===== src/rtl/pmdma_pkg.sv =====
package pmdma_pkg;
    typedef enum logic [1:0] {
        SEL_CTRL   = 2'd0,
        SEL_COUNT  = 2'd1,
        SEL_TAG    = 2'd2,
        SEL_OFFSET = 2'd3
    } reg_sel_e;

    localparam int CTRL_EN  = 0;
    localparam int CTRL_DIR = 1;
    localparam int CTRL_RST = 2;

    localparam int ST_W    = 5;
    localparam int ST_EN   = 0;
    localparam int ST_DIR  = 1;
    localparam int ST_PEND = 3;
    localparam int ST_TCZ  = 4;
endpackage


===== src/rtl/pmdma_page_map.sv =====
module pmdma_page_map #(
    parameter int TAG_W   = 7,
    parameter int FRAME_W = 20
) (
    input  logic               clk,
    input  logic               wr_i,
    input  logic [TAG_W-1:0]   widx_i,
    input  logic [FRAME_W-1:0] wframe_i,
    input  logic [TAG_W-1:0]   ridx_i,
    output logic [FRAME_W-1:0] rframe_o
);
    localparam int DEPTH = 1 << TAG_W;

    // Table contents survive every reset; software owns them.
    logic [FRAME_W-1:0] frame_q [DEPTH];

    always_ff @(posedge clk) begin
        if (wr_i) frame_q[widx_i] <= wframe_i;
    end

    assign rframe_o = frame_q[ridx_i];
endmodule


===== src/rtl/pmdma_irq_relay.sv =====
module pmdma_irq_relay (
    input  logic clk,
    input  logic rst_n,
    input  logic irq_i,
    output logic pend_o
);
    logic pend_d, pend_q;

    always_comb begin
        pend_d = irq_i;
    end

    always_ff @(posedge clk or negedge rst_n) begin
        if (!rst_n) pend_q <= 1'b0;
        else        pend_q <= pend_d;
    end

    assign pend_o = pend_q;

    p_irq_rise_r9: assert property (@(posedge clk) disable iff (!rst_n)
        irq_i |=> pend_o);
    p_irq_fall_r9: assert property (@(posedge clk) disable iff (!rst_n)
        !irq_i |=> !pend_o);
endmodule


===== src/rtl/pmdma_chan_regs.sv =====
module pmdma_chan_regs
    import pmdma_pkg::*;
#(
    parameter int CNT_W = 24,
    parameter int TAG_W = 7,
    parameter int OFF_W = 12
) (
    input  logic             clk,
    input  logic             rst_n,
    input  logic             reg_wr_i,
    input  reg_sel_e         reg_sel_i,
    input  logic [CNT_W-1:0] reg_wdata_i,
    input  logic             drq_i,
    output logic             go_o,
    output logic             en_o,
    output logic             dir_o,
    output logic             tcz_o,
    output logic [CNT_W-1:0] cnt_o,
    output logic [TAG_W-1:0] tag_o,
    output logic [OFF_W-1:0] off_o
);
    typedef struct packed {
        logic             en;
        logic             dir;
        logic             tcz;
        logic [CNT_W-1:0] cnt;
        logic [TAG_W-1:0] tag;
        logic [OFF_W-1:0] off;
    } chan_t;

    localparam logic [CNT_W-1:0] CNT_ONE = CNT_W'(1);
    localparam logic [TAG_W-1:0] TAG_ONE = TAG_W'(1);
    localparam logic [OFF_W-1:0] OFF_MAX = '1;

    chan_t st_d, st_q;
    logic  go;
    logic  carry;
    logic [OFF_W-1:0] off_inc;

    always_comb begin
        go            = drq_i && st_q.en && (st_q.cnt != '0) && !reg_wr_i;
        {carry, off_inc} = {1'b0, st_q.off} + {{OFF_W{1'b0}}, 1'b1};
        st_d          = st_q;
        if (go) begin
            st_d.cnt = st_q.cnt - CNT_ONE;
            st_d.off = off_inc;
            if (carry) st_d.tag = st_q.tag + TAG_ONE;
            if (st_q.cnt == CNT_ONE) begin
                st_d.en  = 1'b0;
                st_d.tcz = 1'b1;
            end
        end
        if (reg_wr_i) begin
            unique case (reg_sel_i)
                SEL_CTRL: begin
                    if (reg_wdata_i[CTRL_RST]) begin
                        st_d = '0;
                    end else begin
                        st_d.en  = reg_wdata_i[CTRL_EN];
                        st_d.dir = reg_wdata_i[CTRL_DIR];
                    end
                end
                SEL_COUNT:  st_d.cnt = reg_wdata_i;
                SEL_TAG:    st_d.tag = reg_wdata_i[TAG_W-1:0];
                SEL_OFFSET: st_d.off = reg_wdata_i[OFF_W-1:0];
                default:    st_d = st_q;
            endcase
        end
    end

    always_ff @(posedge clk or negedge rst_n) begin
        if (!rst_n) st_q <= '0;
        else        st_q <= st_d;
    end

    assign go_o  = go;
    assign en_o  = st_q.en;
    assign dir_o = st_q.dir;
    assign tcz_o = st_q.tcz;
    assign cnt_o = st_q.cnt;
    assign tag_o = st_q.tag;
    assign off_o = st_q.off;

    p_step_r6: assert property (@(posedge clk) disable iff (!rst_n)
        go |=> (st_q.cnt == $past(st_q.cnt) - CNT_ONE));
    p_page_carry_r7: assert property (@(posedge clk) disable iff (!rst_n)
        (go && st_q.off == OFF_MAX) |=> (st_q.tag == $past(st_q.tag) + TAG_ONE) && (st_q.off == '0));
    p_done_r8: assert property (@(posedge clk) disable iff (!rst_n)
        (go && st_q.cnt == CNT_ONE) |=> (!st_q.en && st_q.tcz));
    p_soft_clear_r10: assert property (@(posedge clk) disable iff (!rst_n)
        (reg_wr_i && reg_sel_i == SEL_CTRL && reg_wdata_i[CTRL_RST])
        |=> (st_q.cnt == '0 && st_q.tag == '0 && st_q.off == '0 && !st_q.en && !st_q.tcz));
endmodule


===== src/rtl/pmdma_engine.sv =====
module pmdma_engine
    import pmdma_pkg::*;
#(
    parameter int CNT_W   = 24,
    parameter int TAG_W   = 7,
    parameter int OFF_W   = 12,
    parameter int FRAME_W = 20,
    parameter int DATA_W  = 8,
    localparam int ADDR_W = FRAME_W + OFF_W
) (
    input  logic               clk,
    input  logic               rst_n,
    input  logic               reg_wr_i,
    input  logic [1:0]         reg_sel_i,
    input  logic [CNT_W-1:0]   reg_wdata_i,
    input  logic               map_wr_i,
    input  logic [TAG_W-1:0]   map_idx_i,
    input  logic [FRAME_W-1:0] map_frame_i,
    input  logic               drq_i,
    input  logic               irq_i,
    input  logic [DATA_W-1:0]  dev_rdata_i,
    output logic               dev_rd_o,
    output logic               dev_wr_o,
    output logic [DATA_W-1:0]  dev_wdata_o,
    output logic [ADDR_W-1:0]  mem_addr_o,
    output logic               mem_re_o,
    output logic               mem_we_o,
    output logic [DATA_W-1:0]  mem_wdata_o,
    input  logic [DATA_W-1:0]  mem_rdata_i,
    output logic               int_o,
    output logic [ST_W-1:0]    stat_o,
    output logic [CNT_W-1:0]   cnt_o,
    output logic [TAG_W-1:0]   tag_o,
    output logic [OFF_W-1:0]   off_o
);
    logic               go, en, dir, tcz, pend;
    logic [FRAME_W-1:0] frame;
    logic [CNT_W-1:0]   cnt;
    logic [TAG_W-1:0]   tag;
    logic [OFF_W-1:0]   off;

    pmdma_chan_regs #(.CNT_W(CNT_W), .TAG_W(TAG_W), .OFF_W(OFF_W)) u_chan (
        .clk(clk), .rst_n(rst_n),
        .reg_wr_i(reg_wr_i), .reg_sel_i(reg_sel_e'(reg_sel_i)), .reg_wdata_i(reg_wdata_i),
        .drq_i(drq_i), .go_o(go), .en_o(en), .dir_o(dir), .tcz_o(tcz),
        .cnt_o(cnt), .tag_o(tag), .off_o(off)
    );

    pmdma_page_map #(.TAG_W(TAG_W), .FRAME_W(FRAME_W)) u_map (
        .clk(clk), .wr_i(map_wr_i), .widx_i(map_idx_i), .wframe_i(map_frame_i),
        .ridx_i(tag), .rframe_o(frame)
    );

    pmdma_irq_relay u_irq (
        .clk(clk), .rst_n(rst_n), .irq_i(irq_i), .pend_o(pend)
    );

    always_comb begin
        mem_addr_o  = {frame, off};
        dev_rd_o    = go && dir;
        mem_we_o    = go && dir;
        mem_wdata_o = dev_rdata_i;
        mem_re_o    = go && !dir;
        dev_wr_o    = go && !dir;
        dev_wdata_o = mem_rdata_i;
        stat_o          = '0;
        stat_o[ST_EN]   = en;
        stat_o[ST_DIR]  = dir;
        stat_o[ST_PEND] = pend;
        stat_o[ST_TCZ]  = tcz;
        int_o = pend;
        cnt_o = cnt;
        tag_o = tag;
        off_o = off;
    end

    p_gate_r3: assert property (@(posedge clk) disable iff (!rst_n)
        (mem_we_o || mem_re_o) |-> (drq_i && !reg_wr_i && stat_o[ST_EN] && cnt_o != '0));
    p_pair_r4: assert property (@(posedge clk) disable iff (!rst_n)
        $countones({dev_rd_o, dev_wr_o}) == $countones({mem_we_o, mem_re_o}));
    p_done_quiet_r8: assert property (@(posedge clk) disable iff (!rst_n)
        (!irq_i && !int_o) |=> !int_o);
    p_pend_kept_r10: assert property (@(posedge clk) disable iff (!rst_n)
        (reg_wr_i && reg_sel_i == 2'd0 && reg_wdata_i[CTRL_RST] && irq_i && int_o) |=> stat_o[ST_PEND]);
endmodule


===== config.mk =====
export PLATFORM = sky130hd
export DESIGN_NAME = pmdma_engine
export DESIGN_NICKNAME = d
export VERILOG_FILES = /design/src/rtl/pmdma_pkg.sv /design/src/rtl/pmdma_page_map.sv /design/src/rtl/pmdma_irq_relay.sv /design/src/rtl/pmdma_chan_regs.sv /design/src/rtl/pmdma_engine.sv
export SDC_FILE = /design/constraint.sdc
export NUM_CORES = 2
export LEC_CHECK = 0
export BUFFER_PORTS_ARGS = -buffer_cell sky130_fd_sc_hd__buf_4
export CORE_ASPECT_RATIO = 0.9
export CORE_MARGIN = 4
export CORE_UTILIZATION = 40
export CTS_CLUSTER_DIAMETER = 100
export DETAILED_ROUTE_END_ITERATION = 10
export GPL_ROUTABILITY_DRIVEN = 0
export GPL_TIMING_DRIVEN = 0
export PLACE_DENSITY = 0.65
export SLEW_MARGIN = 25
export SYNTH_ARGS = -nofsm -noshare
export SYNTH_HDL_FRONTEND = slang
export SYNTH_SLANG_ARGS = --single-unit

===== constraint.sdc =====
create_clock -name clk -period 2.55 [get_ports clk]
set_clock_uncertainty 0.05 [all_clocks]
set_input_delay 0.51 -clock clk [delete_from_list [all_inputs] [get_ports clk]]
set_output_delay 0.51 -clock clk [all_outputs]
set_load 0.03 [all_outputs]

==> run_results.csv <==
group,metric,value,unit
timing,tightest_slew,1277,ps
timing,min_period,4629,ps
logic_synthesis,syn_avg_cell_area,20.41,um2
layout,fin_nets,5736,
power_and_ir_drop,swShare,27.77,%
route,drc_errors,0,
critical_path,r2r-start,"u_chan.tag_o[3]$_DFF_PN0_",
critical_path,critPathKind,"flop to output port",
route,viasPerCell,6.065,
clock_tree,root_buffer,"clkbuf_16",
layout,syn_to_final_growth,23.94,%
power_and_ir_drop,peakVddDrop,0.0008088,V
route,ant_nets,0,
timing,slew-limit-headroom,14.62,%
critical_path,rrSetupSlack,130,ps
placement,dp_hpwl,209200,um
timing,hold_ws,74.19,ps
logic_synthesis,syn-num-nets,5056,
floorplan,ios,176,
power_and_ir_drop,total_power,106.5,mW
power_and_ir_drop,switchingPower,29.57,mW
status,status,"complete, but fails checks",
power_and_ir_drop,pwr-share-seq,44.7,%
clock_tree,worst_skew_pair.late_latency,930,ps
timing,finalSetupViolations,29,
logic_synthesis,syn_inst,4972,
logic_synthesis,seq_area_frac_synth,76.89,%
timing,period_share,181.5,%
timing,rsz0062_at_grt,"true",
power_and_ir_drop,p_clk_share,35.9,%
min_path,hold_start,"reg_wr_i",
critical_path,cp_max_fo,10,
logic_synthesis,synthFlopType,"edfxtp_1",
clock_tree,clockBufferDepth,4,
route,wl_per_cell,35.22,um
floorplan,dieArea,261900,um2
timing,layout_setup_ws,-2079,ps
timing,fin_setup_tns,-41010,ps
clock_tree,cts_buffers,281,
global_routing,grt_overflow,0,
global_routing,grt_pass1_vias,53448,
timing,finalHoldViolCount,0,
floorplan,start_util,40.17,%
global_routing,antenna_found_initial,17,
critical_path,r2r_end,"u_chan.tag_o[5]$_DFF_PN0_",
route,vias,55844,
critical_path,worst_setup_path_end_kind,"output port",
floorplan,coreArea,252700,um2
critical_path,r2r_cells,6,
timing,timing.fmax,216.0,MHz
timing,maxSlewViolCount,0,
global_routing,grt_max_degree,129,
global_routing,grt_usage,24.10,%
critical_path,crit_path_start,"u_chan.tag_o[0]$_DFF_PN0_",
clock_tree,cts_tree,"done",
route,drt_iter0_drc,9496,
global_routing,grt_pass1_wl,438900,um
logic_synthesis,yosys_register_bits,2607,
critical_path,required,1990,ps
logic_synthesis,syn_area,101500,um2
logic_synthesis,yosysUniqueCellTypes,57,
layout,final_common_cell,"edfxtp_1",
logic_synthesis,yosys_warnings,0,
layout,layout-drive-gt1-share,34.58,%
critical_path,cp-endpoint,"mem_addr_o[31]",
floorplan,die_x,539.0,um
clock_tree,htreeDepth,5,
layout,final_cell_mix,"2560 x edfxtp_1, 481 x mux4_2, 358 x mux2i_1",
power_and_ir_drop,internal_power,76.92,mW
layout,nFillCells,19686,
power_and_ir_drop,power.density,846.5,nW/um2
clock_tree,clk_pin_slew,60,ps
route,drt_wl_total,324300,um
power_and_ir_drop,p_leak,39.14,nW
placement,portBuffers,154,
min_path,min_path_type,"input pin to flop",
logic_synthesis,async_reset_ff_share,1.803,%
clock_tree,clkSinkCount,2607,
status,violations,"setup timing",
route,drt-pass1-iter-count,9,
power_and_ir_drop,pwr-share-comb,19.4,%
floorplan,die_h,485.9,um
floorplan,row_count,175,
job,maxCapViolations,0,
logic_synthesis,synth_edf_count,2560,
critical_path,arrival,4070,ps
critical_path,start_kind,"flop",
[stage by stage]
step	instances	area (um2)	setup slack [ps]	util, %
final	9208	125800	-2079	49.79
after detailed placement	8596	111200	-2295	44.02
after global routing	9206	125800	-2029	49.79
after floorplan	4972	102600	-405.4	-
after CTS	9133	124100	-1935	49.09
after global placement	8489	107900	-2916	42.71
[cell families after synthesis]
| family | count (synthesis) | share of synthesized area (%) |
|---|---|---|
| and+or+nand+nor | 572 | 2.455 |
| AOI/OAI and AO/OA | 424 | 2.818 |
| adders and majority gates | 9 | 0.1109 |
| DFF | 2607 | 76.89 |
| buffers and inverters | 320 | 1.583 |
| muxes | 1000 | 15.80 |
| other | 1 | 0.003694 |
| xor gates and xnor gates | 39 | 0.3365 |
[worst max-delay path: stages, from the launching register on]
cell and delay [ps]:
dfrtp_2 440, buf_12 220, clkbuf_16 210, buf_12 180
mux4_2 530, mux2i_1 480, o211ai_1 330, a211oi_2 400
nor2_4 140, buf_6 170
[routing by layer]
layer  global-route usage, %  wire (um)
met2                   33.94     139100
met5                       0        111
met3                   8.795      44250
met4                   12.24      20110
met1                   32.94     120800
[worst min path at each step]
stage                                            end  slack, ps  cells after the start
after floorplan            u_chan.cnt_o[0]$_DFF_PN0_        160                      0
after global placement        u_chan.tcz_o$_DFF_PN0_        490                      2
after detailed placement  u_chan.cnt_o[12]$_DFF_PN0_        510                      1
after CTS                  u_chan.cnt_o[2]$_DFF_PN0_         20                      3
after global routing       u_chan.cnt_o[2]$_DFF_PN0_         70                      3
final                      u_chan.cnt_o[2]$_DFF_PN0_         70                      3
[final cells by class]
cell class / count / area [um2] / share of cell area (%)
buffer: 309 / 3070 / 2.441
multi-input combinational: 2052 / 26800 / 21.30
tap: 3363 / 4208 / 3.345
timing repair buffer: 394 / 5249 / 4.172
clock inverter: 126 / 982.2 / 0.7807
clock buffer: 343 / 7381 / 5.867
inverter: 7 / 28.78 / 0.02287
antenna: 7 / 17.52 / 0.01392
sequential: 2607 / 78070 / 62.06
[synthesized netlist by cell type (40+ instances only)]
library cell	n	area, um2
a22oi_1	80	600.6
nand3_1	44	220.2
mux2i_1	513	5135
dfrtp_1	47	1176
nand2_1	271	1017
buf_2	87	435.4
clkbuf_1	123	461.7
o21ai_0	99	495.5
buf_4	62	465.5
a21oi_1	41	205.2
nor2_1	159	596.8
edfxtp_1	2560	76870
mux4_2	481	10830
o22ai_1	40	250.2
[power by group through the flow]
stage | registers, mW | clock network (mW) | logic, mW
after floorplan | 48.7 | 0 | 8.31
after global placement | 48.5 | 0 | 15.4
after detailed placement | 48.5 | 0 | 15.7
after CTS | 47.6 | 38.4 | 18.7
after global routing | 47.6 | 40.3 | 20.9
final | 47.6 | 38.2 | 20.7
[registers in the layout, summed over array words and instances (netlist names)]
| name | cells |
|---|---|
| u_chan.off_o | 12 |
| u_irq.pend_o | 1 |
| u_chan.dir_o | 1 |
| u_chan.en_o | 1 |
| u_chan.cnt_o | 24 |
| u_chan.tag_o | 7 |
| u_map.frame_q | 2560 |
| u_chan.tcz_o | 1 |
[timing repair]
action                                  in CTS  in global routing
gates cloned                                 1                 14
hold buffers                                41                  2
buffers inserted                            27                 54
endpoints found under the setup margin      31                173
hold endpoints to repair                   447                 63
resized for setup                          752                213
pin swaps                                   59                 85
Power figures use the tool's default switching activity.
